$ cat src/rtl/cam_pkg.sv
package cam_pkg;
   typedef enum logic {
      SCAN_IDLE = 1'b0,
      SCAN_RUN  = 1'b1
   } scan_state_t;
endpackage

$ cat src/rtl/cam_store.sv
module cam_store #(
   parameter int WORDS = 8,
   parameter int WIDTH = 16,
   localparam int ROW_W = $clog2(WORDS)
) (
   input  logic             clk,
   input  logic             rst_n,
   input  logic             wr_en,
   input  logic [ROW_W-1:0] wr_row,
   input  logic [WIDTH-1:0] wr_data,
   input  logic [WIDTH-1:0] cmp_arg,
   input  logic [WIDTH-1:0] cmp_key,
   output logic [WORDS-1:0] hit_now,
   input  logic [ROW_W-1:0] pick_row,
   output logic [WIDTH-1:0] pick_word
);
   logic [WIDTH-1:0] cells [WORDS];
   logic [WORDS-1:0] row_ok;

   always_ff @(posedge clk) begin
      if (wr_en) cells[wr_row] <= wr_data;
   end

   always_ff @(posedge clk) begin
      if (!rst_n)     row_ok <= '0;
      else if (wr_en) row_ok[wr_row] <= 1'b1;
   end

   // per-row masked comparison, all rows in parallel
   for (genvar r = 0; r < WORDS; r++) begin : g_row
      logic [WIDTH-1:0] diff;
      assign diff       = (cells[r] ^ cmp_arg) & cmp_key;
      assign hit_now[r] = row_ok[r] & ~(|diff);
   end

   assign pick_word = cells[pick_row];
endmodule

$ cat src/rtl/cam_scan.sv
module cam_scan
   import cam_pkg::*;
#(
   parameter int WORDS = 8,
   parameter int WIDTH = 16,
   localparam int ROW_W = $clog2(WORDS),
   localparam int CUR_W = ROW_W + 1
) (
   input  logic             clk,
   input  logic             rst_n,
   input  logic             start,
   input  logic             abort,
   input  logic [WORDS-1:0] hit_vec,
   input  logic [WIDTH-1:0] word_in,
   output logic [ROW_W-1:0] pick_row,
   output logic             rd_valid,
   output logic [ROW_W-1:0] rd_row,
   output logic [WIDTH-1:0] rd_data,
   output logic             rd_done
);
   scan_state_t      state;
   logic [CUR_W-1:0] cursor;
   logic             found;

   // lowest set hit bit at or above the cursor
   always_comb begin
      found    = 1'b0;
      pick_row = '0;
      for (int i = WORDS - 1; i >= 0; i--) begin
         if (hit_vec[i] && (CUR_W'(i) >= cursor)) begin
            found    = 1'b1;
            pick_row = ROW_W'(i);
         end
      end
   end

   always_ff @(posedge clk) begin
      if (!rst_n) begin
         state    <= SCAN_IDLE;
         cursor   <= '0;
         rd_valid <= 1'b0;
         rd_done  <= 1'b0;
         rd_row   <= '0;
         rd_data  <= '0;
      end else begin
         rd_valid <= 1'b0;
         rd_done  <= 1'b0;
         if (start) begin
            state  <= SCAN_RUN;
            cursor <= '0;
         end else if (abort) begin
            state <= SCAN_IDLE;
         end else if (state == SCAN_RUN) begin
            if (found) begin
               rd_valid <= 1'b1;
               rd_row   <= pick_row;
               rd_data  <= word_in;
               cursor   <= {1'b0, pick_row} + CUR_W'(1);
            end else begin
               rd_done <= 1'b1;
               state   <= SCAN_IDLE;
            end
         end
      end
   end
endmodule

$ cat src/rtl/keyed_cam.sv
module keyed_cam #(
   parameter int WORDS = 8,
   parameter int WIDTH = 16,
   localparam int ROW_W = $clog2(WORDS)
) (
   input  logic             clk,
   input  logic             rst_n,
   input  logic             wr_en,
   input  logic [ROW_W-1:0] wr_row,
   input  logic [WIDTH-1:0] wr_data,
   input  logic             srch_en,
   input  logic [WIDTH-1:0] srch_arg,
   input  logic [WIDTH-1:0] srch_key,
   output logic             any_hit,
   output logic             rd_valid,
   output logic [ROW_W-1:0] rd_row,
   output logic [WIDTH-1:0] rd_data,
   output logic             rd_done
);
   if (WORDS < 2) begin : g_bad_words
      $error("keyed_cam: WORDS must be at least 2");
   end
   if (WIDTH < 1) begin : g_bad_width
      $error("keyed_cam: WIDTH must be at least 1");
   end

   logic [WORDS-1:0] hit_now;
   logic [WORDS-1:0] hit_q;
   logic [ROW_W-1:0] pick_row;
   logic [WIDTH-1:0] pick_word;

   cam_store #(.WORDS(WORDS), .WIDTH(WIDTH)) u_store (
      .clk      (clk),
      .rst_n    (rst_n),
      .wr_en    (wr_en),
      .wr_row   (wr_row),
      .wr_data  (wr_data),
      .cmp_arg  (srch_arg),
      .cmp_key  (srch_key),
      .hit_now  (hit_now),
      .pick_row (pick_row),
      .pick_word(pick_word)
   );

   always_ff @(posedge clk) begin
      if (!rst_n)       hit_q <= '0;
      else if (srch_en) hit_q <= hit_now;
   end

   assign any_hit = |hit_q;

   cam_scan #(.WORDS(WORDS), .WIDTH(WIDTH)) u_scan (
      .clk      (clk),
      .rst_n    (rst_n),
      .start    (srch_en),
      .abort    (wr_en),
      .hit_vec  (hit_q),
      .word_in  (pick_word),
      .pick_row (pick_row),
      .rd_valid (rd_valid),
      .rd_row   (rd_row),
      .rd_data  (rd_data),
      .rd_done  (rd_done)
   );
endmodule

$ cat config.mk
export PLATFORM = sky130hd
export DESIGN_NAME = keyed_cam
export DESIGN_NICKNAME = d
export VERILOG_FILES = /design/src/rtl/cam_pkg.sv /design/src/rtl/cam_store.sv /design/src/rtl/cam_scan.sv /design/src/rtl/keyed_cam.sv
export SDC_FILE = /design/constraint.sdc
export NUM_CORES = 1
export LEC_CHECK = 0
export BUFFER_PORTS_ARGS = -buffer_cell sky130_fd_sc_hd__buf_2
export CAP_MARGIN = 25
export CORE_ASPECT_RATIO = 0.5
export CORE_UTILIZATION = 35
export DETAILED_ROUTE_END_ITERATION = 8
export GPL_ROUTABILITY_DRIVEN = 0
export GPL_TIMING_DRIVEN = 1
export PLACE_DENSITY_LB_ADDON = 0.1
export SETUP_SLACK_MARGIN = 0.2
export SLEW_MARGIN = 30
export SYNTH_ARGS = -nofsm -noshare
export SYNTH_HDL_FRONTEND = slang
export SYNTH_SLANG_ARGS = --single-unit
$ cat constraint.sdc
create_clock -name clk -period 3 [get_ports clk]
set_clock_uncertainty 0.15 [all_clocks]
set_input_delay 0.3 -clock clk [delete_from_list [all_inputs] [get_ports clk]]
set_output_delay 0.3 -clock clk [all_outputs]
set_load 0.02 [all_outputs]
# [Word level (Yosys, flattened, before mapping)]
# Memory sizes are Yosys's and may differ from the RTL's. A register that Yosys moved wholly into a read port is not among the register bits.
# Cells that the tools add are included.
[op_classes] reduce_logical=23 magnitude_cmp=10 n_mux=25 div=0 add_sub_neg=1 n_bitwise=37 n_shift=0 multipliers=0 n_eq_ne=0
[ops] operator="$and 16x16->16" n=8
[ops] operator="$reduce_or 16->1" n=8
[ops] operator="$xor 16x16->16" n=8
[ops] operator="$mux 3" n=8
[ops] operator="$ge 3x4->1 const A" n=4
[ops] operator="$mux 1" n=16
[ops] operator="$not 1->1" n=12
[ops] operator="$logic_and 1x1->1" n=9
[ops] operator="$and 1x1->1" n=8
[ops] operator="$ge 1x4->1 const A" n=2
[ops] operator="$ge 2x4->1 const A" n=2
[ops] operator="$or 8x8->8" n=1
[ops] operator="$reduce_or 8->1" n=1
[ops] operator="$add 3x1->4 const B" n=1
[ops] operator="$lt 3x4->1 const B" n=1
[ops] operator="$reduce_and 4->1" n=1
[ops] operator="$reduce_or 4->1" n=1
[ops] operator="$demux 1 s3" n=1
[ops] operator="$ge 3x1->1 const B" n=1
[ops] operator="$reduce_and 3->1" n=1
[ops] operator="$reduce_or 2->1" n=1
[ops] operator="$logic_not 1->1" n=1
[word_totals] rom_bits=0 ramBits=128 word_cells=104 latchBits=0 memories=1 inputBits=55 register_bits=26 out_inout_bits=22
[memory_table] name="u_store.cells" depth=8 width=16 read_ports=9 rd_ports_with_merged_regs=1 write_ports=1 line_no="cam_store.sv:17" rtl="logic [WIDTH-1:0] cells [WORDS];"

# [Depth between registers and ports, before layout]
# Gate-level depths: netlist of the first run.
[logic_depth] ltp_word=14 mapped_depth=11 ltp_nobuf=8

# [Modules after synthesis]
# Synthesis of the first run repeated with hierarchy kept, for this count alone.
[hier_totals] hier_cells=637 area_unflattened_um2=8663.3
[by_module_without_submodules] module="cam_store" n_inst=1 area_per_inst_um2=7091.8 cells_each=459 seq_area_each_um2=4003.8
[by_module_without_submodules] module="cam_scan" n_inst=1 area_per_inst_um2=1253.7 cells_each=150 seq_area_each_um2=520.5
[by_module_without_submodules] module="keyed_cam" n_inst=1 area_per_inst_um2=317.8 cells_each=28 seq_area_each_um2=160.2

# [Least setup slack after synthesis of the first run]
# OpenSTA, ideal clock, no wires.
[synth_timing] path_type="input to register" start="input wr_row[2]" end="memory u_store.cells[0][0] (enable)" cell_stages=2 required_time_ps=2438 setup_time_ps=412 setup_slack_ps=775 arrival_ps=1664 n_path_buf=0 path_cell_list="nand2b_1 > nor3_1"
[synth_lines] element="from (decl)" line_no="keyed_cam.sv:9" rtl="input logic [ROW_W-1:0] wr_row,"
[synth_lines] element="to (decl)" line_no="cam_store.sv:17"
# Straight into the memory's write port.

# [Final worst setup path of the first run]
[layout_timing] start="register u_scan.cursor[1]" end="register u_scan.rd_data[10], read port of u_store.cells"
[layout_via] elab_chain_len=11 word_cells_on_any_way=33 classes_between="order compare (8); mux (16); reduce/logical (9)"
[layout_rtl] element="from (decl)" line_no="cam_scan.sv:22" rtl="logic [CUR_W-1:0] cursor;"
[layout_rtl] element="from (signal assigned)" line_no="cam_scan.sv:58" rtl="cursor <= {1'b0, pick_row} + CUR_W'(1);"
[layout_rtl] element="$ge 3x4->1" line_no="cam_scan.sv:30" rtl="if (hit_vec[i] && (CUR_W'(i) >= cursor)) begin"
[layout_rtl] element="$logic_and 1x1->1" line_no="cam_scan.sv:30"
[layout_rtl] element="$mux 1 (8 in a row)" line_no="cam_scan.sv:30"
[layout_rtl] element="$reduce_and 4->1 (no line)"
[layout_rtl] element="to (decl)" line_no="cam_scan.sv:18" rtl="output logic [WIDTH-1:0] rd_data,"
# Parallel ways exist; a longest one is shown, timed or not.
# A chain may end at the register's enable or synchronous reset.

==> results of run 1 <==
## timing repair
action,in CTS,in global routing
hold buffers,12,0
setup buffers,0,1
setup endpoints to repair,0,2
endpoints found under the hold margin,83,0
## worst max-delay path, stage by stage (launching register included)
cell and delay, ns:
dfxtp_1 0.49, a21boi_1 0.17, o21ai_2 0.31, o31ai_1 0.13
nand2_1 0.14, buf_4 0.47, nand2_1 0.11, a311oi_1 0.35
a211o_1 0.14
## layout by cell type, fill, tap and decap left out, drive strengths merged, types with 8 or more instances in the layout
master       count
a211o           10
a211oi          27
a21oi            9
a221oi          18
a222oi           8
a22o            16
a22oi           17
a311oi          20
and3            25
buf             97
clkbuf          20
clkinv           8
dfxtp           42
dlygate4sd3     12
edfxtp         128
nand2           95
nand4           16
nor2            16
o21a            10
o21ai            9
xor2           129
## power groups by stage
stage	clock network (mW)	logic, mW	registers (mW)
6_report	2.03	0.467	2.63
5_1_grt	2.16	0.502	2.64
4_1_cts	2.07	0.466	2.63
3_5_place_dp	0	0.450	2.68
3_3_place_gp	0	0.450	2.68
2_1_floorplan	0	0.256	2.67
## final cells by class
| cell class | count | share of cell area (%) |
|---|---|---|
| clock buffers | 20 | 4.54 |
| flip-flops and latches | 170 | 47.6 |
| inverters | 5 | 0.191 |
| repair buffers | 109 | 7.19 |
| multi-input cells | 484 | 35.8 |
| clock inverters | 12 | 0.775 |
| well taps | 307 | 3.90 |
## worst max-delay path by stage
| stage | to | depth (start not counted) | slack (ns) | from |
|---|---|---|---|---|
| 2_1_floorplan | u_store.cells[0][0] | 2 | 0.77 | wr_row[2] |
| 3_3_place_gp | u_scan.rd_data[0] | 6 | 0.47 | u_scan.cursor[1] |
| 3_5_place_dp | u_scan.rd_data[9] | 7 | 0.43 | u_scan.cursor[1] |
| 4_1_cts | u_scan.rd_data[1] | 7 | 0.41 | u_scan.cursor[1] |
| 5_1_grt | u_scan.rd_data[10] | 8 | 0.29 | u_scan.cursor[1] |
| 6_report | u_scan.rd_data[10] | 8 | 0.46 | u_scan.cursor[1] |
## layer usage
| layer | vias to the layer above | global-route usage, % |
|---|---|---|
| li1 | 2846 | - |
| met4 | 0 | 5.28 |
| met5 | - | 0 |
| met2 | 219 | 33.6 |
| met1 | 3165 | 35.3 |
| met3 | 25 | 6.18 |
## sequential cells by signal, summed over array words and instances (netlist names)
name,count
u_scan.rd_done,1
u_scan.rd_row,3
u_scan.cursor,4
hit_q,8
u_scan.rd_data,16
u_scan.rd_valid,1
u_store.cells,128
u_scan.state,1
u_store.row_ok,8
## through the flow
stage	cell area (µm²)	setup WS, ns	instances
after floorplan	8470	0.775	722
after global routing	9840	0.286	1107
after CTS	9820	0.413	1106
after global placement	9180	0.471	1062
after detailed placement	9180	0.428	1062
final	9840	0.461	1107
## cells by family (layout without fill, tap and decap cells)
kind of cell,Yosys count,count (layout),share of synthesized area [%]
AOI/OAI and AO/OA,173,173,17.0
xor gates and xnor gates,129,129,13.3
adders and majority gates,1,1,0.148
buffers and inverters,68,146,3.49
DFF,170,170,55.3
muxes,5,5,0.591
and+or+nand+nor,176,176,10.1
==> metrics.md, run 1 <==
| Metric | Value |
|---|---|
| Min cycle time layout | between 2 and 3 ns |
| Vias in the first global route | ~6,200 |
| Unrepaired setup endpoints after global routing | false |
| VDD IR max | 0.353 mV |
| Worst-path clk slew | 0.07 ns |
| Synth Warn # | 0 |
| CTS tree | built |
| Total number of vias | ~6,300 |
| Area occupied by multi-input gates | between 3000 and 4000 µm² |
| Worst Setup End Kind | flop |
| Total grt overflow | 0 |
| Post-synthesis cell area | 8470 µm² |
| N_diodes | 0 |
| Antenna-violating nets left | 0 |
| # IOs | 77 |
| PD cells | 521 nW/µm² |
| DR WL/cell | 25.6 µm |
| Clk sinks | 170 |
| Layout filler cell count | 2,236 |
| Syn_nets | about 780 |
| DRC viols | 0 |
| WS Path Type | flop to flop |
| Die area | between 20,000 and 25,000 µm² |
| Ys async rst share | 0% |
| Worst slew pin tran | a little over 0.7 ns |
| Gates resized, CTS repair | 0 |
| Hold path depth | 1 |
| Final period util | 84.6% |
| Largest buffer count on any clock path | 2 |
| Combinational power share | a little under a tenth |
| Clock Power Share | approximately two fifths |
| Relative slew slack | 52.2% |
| Drt first pass iters | 4 |
| Worst EP arrival | between 2 and 3 ns |
| Sw Share | approximately 25% |
| Ratio of cells with drive above 1 in the final layout | a little under a fifth |
| Die Span Y | approximately 110 µm |
| Most instantiated cells after synthesis | xor2_1, edfxtp_1, nand2_1 |
| Nets | roughly 840 |
| Outcome | finished, final reports clean |
| Worst-path fanout max | 38 |
| Register Area | 4680 µm² |
| Max frequency | ~400 MHz |
| Flops & latches, synth | 170 |
| Detailed Route WL | 28,400 µm |
| Largest net degree at the start of global routing | 39 |
| Syn Inst Count | 722 |
| Setup tns final | 0 ns |
| Worst hold path type | primary input to flop |
| Hold WS | around 0.024 ns |
| Reg-to-Reg Start | u_scan.cursor[1] |
| M1 WL | 14,200 µm |
| Initial Util | around 36% |
| Total Power | 5.13 mW |
| Hold Fails Final Rpt | 0 |
| Psw | about 1.3 mW |
| Highest layer used for signal routing | met4 |
| Max_cap viols | 0 |
| Worst reg2reg setup slack | about 0.46 ns |
| H-tree Lvls | 4 |
| Final HPWL DP | roughly 19,000 µm |
| Buffers added on ports | between 70 and 80 |
| Post-synth top area share | a little under half |
| Synth Flop Type | edfxtp_1 |
| Fin util | a little over two fifths |
| Flop pwr share | about 51% |
| HP Start | wr_data[10] |
| Final setup viols | 0 |
| Root Buffer | clkbuf_16 |
| Final number of max-transition violations | 0 |
| CP startpoint kind | flop |
| EDFF count, synth | between 100 and 150 |
| Largest cells by area after synthesis | edfxtp_1, xor2_1, dfxtp_1 |
| Reg2reg end | u_scan.rd_data[10] |
| Internal | around 3.8 mW |
| Initial antenna violation count | 0 |
| CORE AREA | 23,300 µm² |
| Clock Latency Late Sink | around 0.44 ns |
| Initial DRC Count | approximately 640 |
| FF-to-FF path depth | 8 |
| Area growth syn-to-layout | 16.2% |
| GRT Total Usage | roughly a quarter |
| Hold Path End | u_store.cells[6][10] |
| Register area share after synthesis | a little under three fifths |
| Post-DR vias/cell | around 5.7 |
| First-pass GRT wire length | approximately 42,000 µm |
| Rows | 39 |
| Die width | ~220 µm |
| Leakage power | around 3.7 nW |
| Critical path data required time | 3.23 ns |
| Mapped Avg Cell Area | 11.7 µm² |
| Synth unique cells | 52 |
| Met2 wire len | approximately 12,000 µm |
| DR WL met3 | approximately 1900 µm |
| Yosys top cell by area | edfxtp_1 |
| Most frequent cell after synthesis | xor2_1 |
| TritonCTS buffer count | 17 |
Power figures use the tool's default switching activity.
==> run 2, diff against run 1 <==
ABC_AREA = 1   (was unset)
clock period = 2.23 ns   (was 3 ns; I/O delays follow)
==> metrics.md, run 2 <==
| Metric | Value |
|---|---|
| Critical path data required time | ~2.4 ns |
| Drt first pass iters | 7 |
| Area growth syn-to-layout | 27.0% |
| Synth Flop Type | edfxtp_1 |
| N_diodes | 0 |
| Largest net degree at the start of global routing | 45 |
| DR WL/cell | 21.1 µm |
| Worst EP arrival | 2.31 ns |
| Most frequent cells in the layout | nand2_1, inv_1, nand3_1 |
| Final cell count without fillers | approximately 1,600 |
| Synth unique cells | between 40 and 50 |
| Most instantiated cells after synthesis | nand2_1, nand3_1, inv_1 |
| Syn Inst Count | around 1,100 |
| Outcome | finished, final reports clean |
| Most frequent cell after synthesis | nand2_1 |
| Register area share after synthesis | around half |
| Unrepaired setup endpoints after global routing | true |
| Initial Util | a little over a third |
| EDFF count, synth | roughly 130 |
| Worst-path fanout max | 7 |
| Mapped Avg Cell Area | between 8 and 9 µm² |
| Largest regs | u_store.cells: 128 flops, u_scan.rd_data: 16 flops |
| Rows | between 40 and 50 |
| Die area | 26,700 µm² |
| Die Span Y | 116 µm |
| Worst hold path type | primary input to flop |
| Flops & latches, synth | between 150 and 200 |
| Post-synth top area share | a little over two fifths |
| Initial DRC Count | roughly 980 |
| Setup tns final | 0 ns |
| Hold WS | 0.0427 ns |
| Leakage power | just under 5 nW |
| Nets | between 1,000 and 1,500 |
| Initial antenna violation count | 1 |
| PD cells | between 600 and 700 nW/µm² |
| Placed cells | approximately 1,500 |
| Area occupied by multi-input gates | roughly 4000 µm² |
| Final number of max-transition violations | 0 |
| Yosys top cell by area | edfxtp_1 |
| Worst slew pin tran | around 0.63 ns |
| Clk sinks | 170 |
| Clock Latency Late Sink | around 0.46 ns |
| Max_cap viols | 0 |
| Final setup viols | 0 |
| Worst Setup End Kind | flop |
| Antenna-violating nets left | 0 |
| CORE AREA | 25,400 µm² |
| TritonCTS buffer count | 17 |
| H-tree Lvls | 4 |
| Detailed Route WL | ~34,000 µm |
| Largest buffer count on any clock path | 2 |
| Max frequency | between 400 and 500 MHz |
| GRT Total Usage | 23.9% |
| Largest cells by area after synthesis | edfxtp_1, nand2_1, dfxtp_1 |
| Relative slew slack | 57.4% |
| Total grt overflow | 0 |
| First-pass GRT wire length | between 40,000 and 50,000 µm |
| Worst-path clk slew | 0.06 ns |
| Ratio of cells with drive above 1 in the final layout | 21.2% |
| Largest Register | u_store.cells |
| Most common cell after layout, fill and taps aside | nand2_1 |
| CP startpoint kind | flop |
| Register Area | between 4000 and 5000 µm² |
| Root Buffer | clkbuf_16 |
| Total number of vias | between 8,000 and 9,000 |
| Layout filler cell count | between 2,000 and 2,500 |
| Vias in the first global route | around 7,300 |
| Total Power | 7.03 mW |
| Die width | between 200 and 250 µm |
| Syn_nets | 1,172 |
| CTS tree | built |
| Post-synthesis cell area | 9100 µm² |
| VDD IR max | 0.546 mV |
| # IOs | 77 |
| WS Path Type | flop to flop |
| Post-DR vias/cell | around 5.3 |
| DRC viols | 0 |
| Hold Fails Final Rpt | 0 |
| Synth Warn # | 0 |
| Final period util | roughly 94% |
| Min cycle time layout | ~2.1 ns |
| Buffers added on ports | 76 |
| Final HPWL DP | 21,500 µm |
| Max reg flops | ~130 |
| Ys async rst share | 0% |
[run 2: changes by cell type after synthesis, moves of 30 or more]
cell	change
nand3_1	+166
o21ai_0	+98
nand2_1	+133
nor2_1	+30
xor2_1	-124
a21oi_1	+106
inv_1	+148
[run 2: worst paths after layout]
kind	slack, ns	start	end	depth (start not counted)
min reg2reg	0.32	u_store.row_ok[2]	u_store.row_ok[2]	2
min	0.04	wr_en	u_scan.rd_done	4
max reg2reg	0.13	u_scan.cursor[3]	u_scan.rd_data[9]	17
max	0.13	u_scan.cursor[3]	u_scan.rd_data[9]	17
[run 2: routing by layer]
layer	vias up	routed length [µm]	part of all wire (%)	track usage, %
met3	34	2530	7.5	4.60
met4	0	431	1.3	4.90
met2	308	14600	43	35.5
met5	-	0	0	0
met1	4084	16200	48	35.8
li1	4050	-	-	-
[run 2: critical path: stages (launching register included)]
cell and delay [ns]:
dfxtp_4 0.39, nor2_4 0.10, nand2_2 0.07, nand2_1 0.08, nand2_1 0.06, nand2_1 0.07
nand2_1 0.06, nand2_2 0.12, nand2_8 0.12, nand2_8 0.18, clkbuf_16 0.19, nand2_1 0.06
nand3_1 0.06, nand2_1 0.05, nand2_1 0.06, nand3_1 0.08, nand2_1 0.07, inv_1 0.04
[run 2: area by class of cell]
type                       count  share of cell area [%]
multi-input combinational    739                    34.2
clock buffer                  28                    4.30
clock inverter                 4                   0.379
sequential                   170                    40.7
inverter                     157                    5.18
timing repair buffer         156                    11.6
tap                          344                    3.72
[run 2: power by group]
part	switching (mW)	internal [mW]	total [mW]
logic	0.433	0.206	0.639
clock network	1.24	1.62	2.86
registers	0.0444	3.48	3.53
total	1.72	5.31	7.03
[run 2: cells by family (layout without fill, tap and decap cells)]
family,after synthesis,count (layout),share of synthesized area (%)
DFF,170,170,51.5
buffers and inverters,208,345,9.30
and+or+nand+nor,494,495,24.9
AOI/OAI and AO/OA,238,238,13.8
adders and majority gates,1,1,0.137
xor gates and xnor gates,5,5,0.481
[run 2: through the flow]
step	worst slack, ns	instance area (µm²)	util [%]
6_report	0.126	11600	45.5
5_1_grt	0.0444	11600	45.5
4_1_cts	0.168	10900	42.8
3_5_place_dp	0.0832	10100	39.7
3_3_place_gp	0.139	10100	39.7
2_1_floorplan	0.221	9100	-
[run 2: timing repair]
item	in CTS	in global routing
setup endpoints to repair	20	23
buffers inserted	3	7
hold endpoints to repair	132	0
hold buffers	17	0
resized for setup	11	100
pin swaps	3	40
cloned	0	13
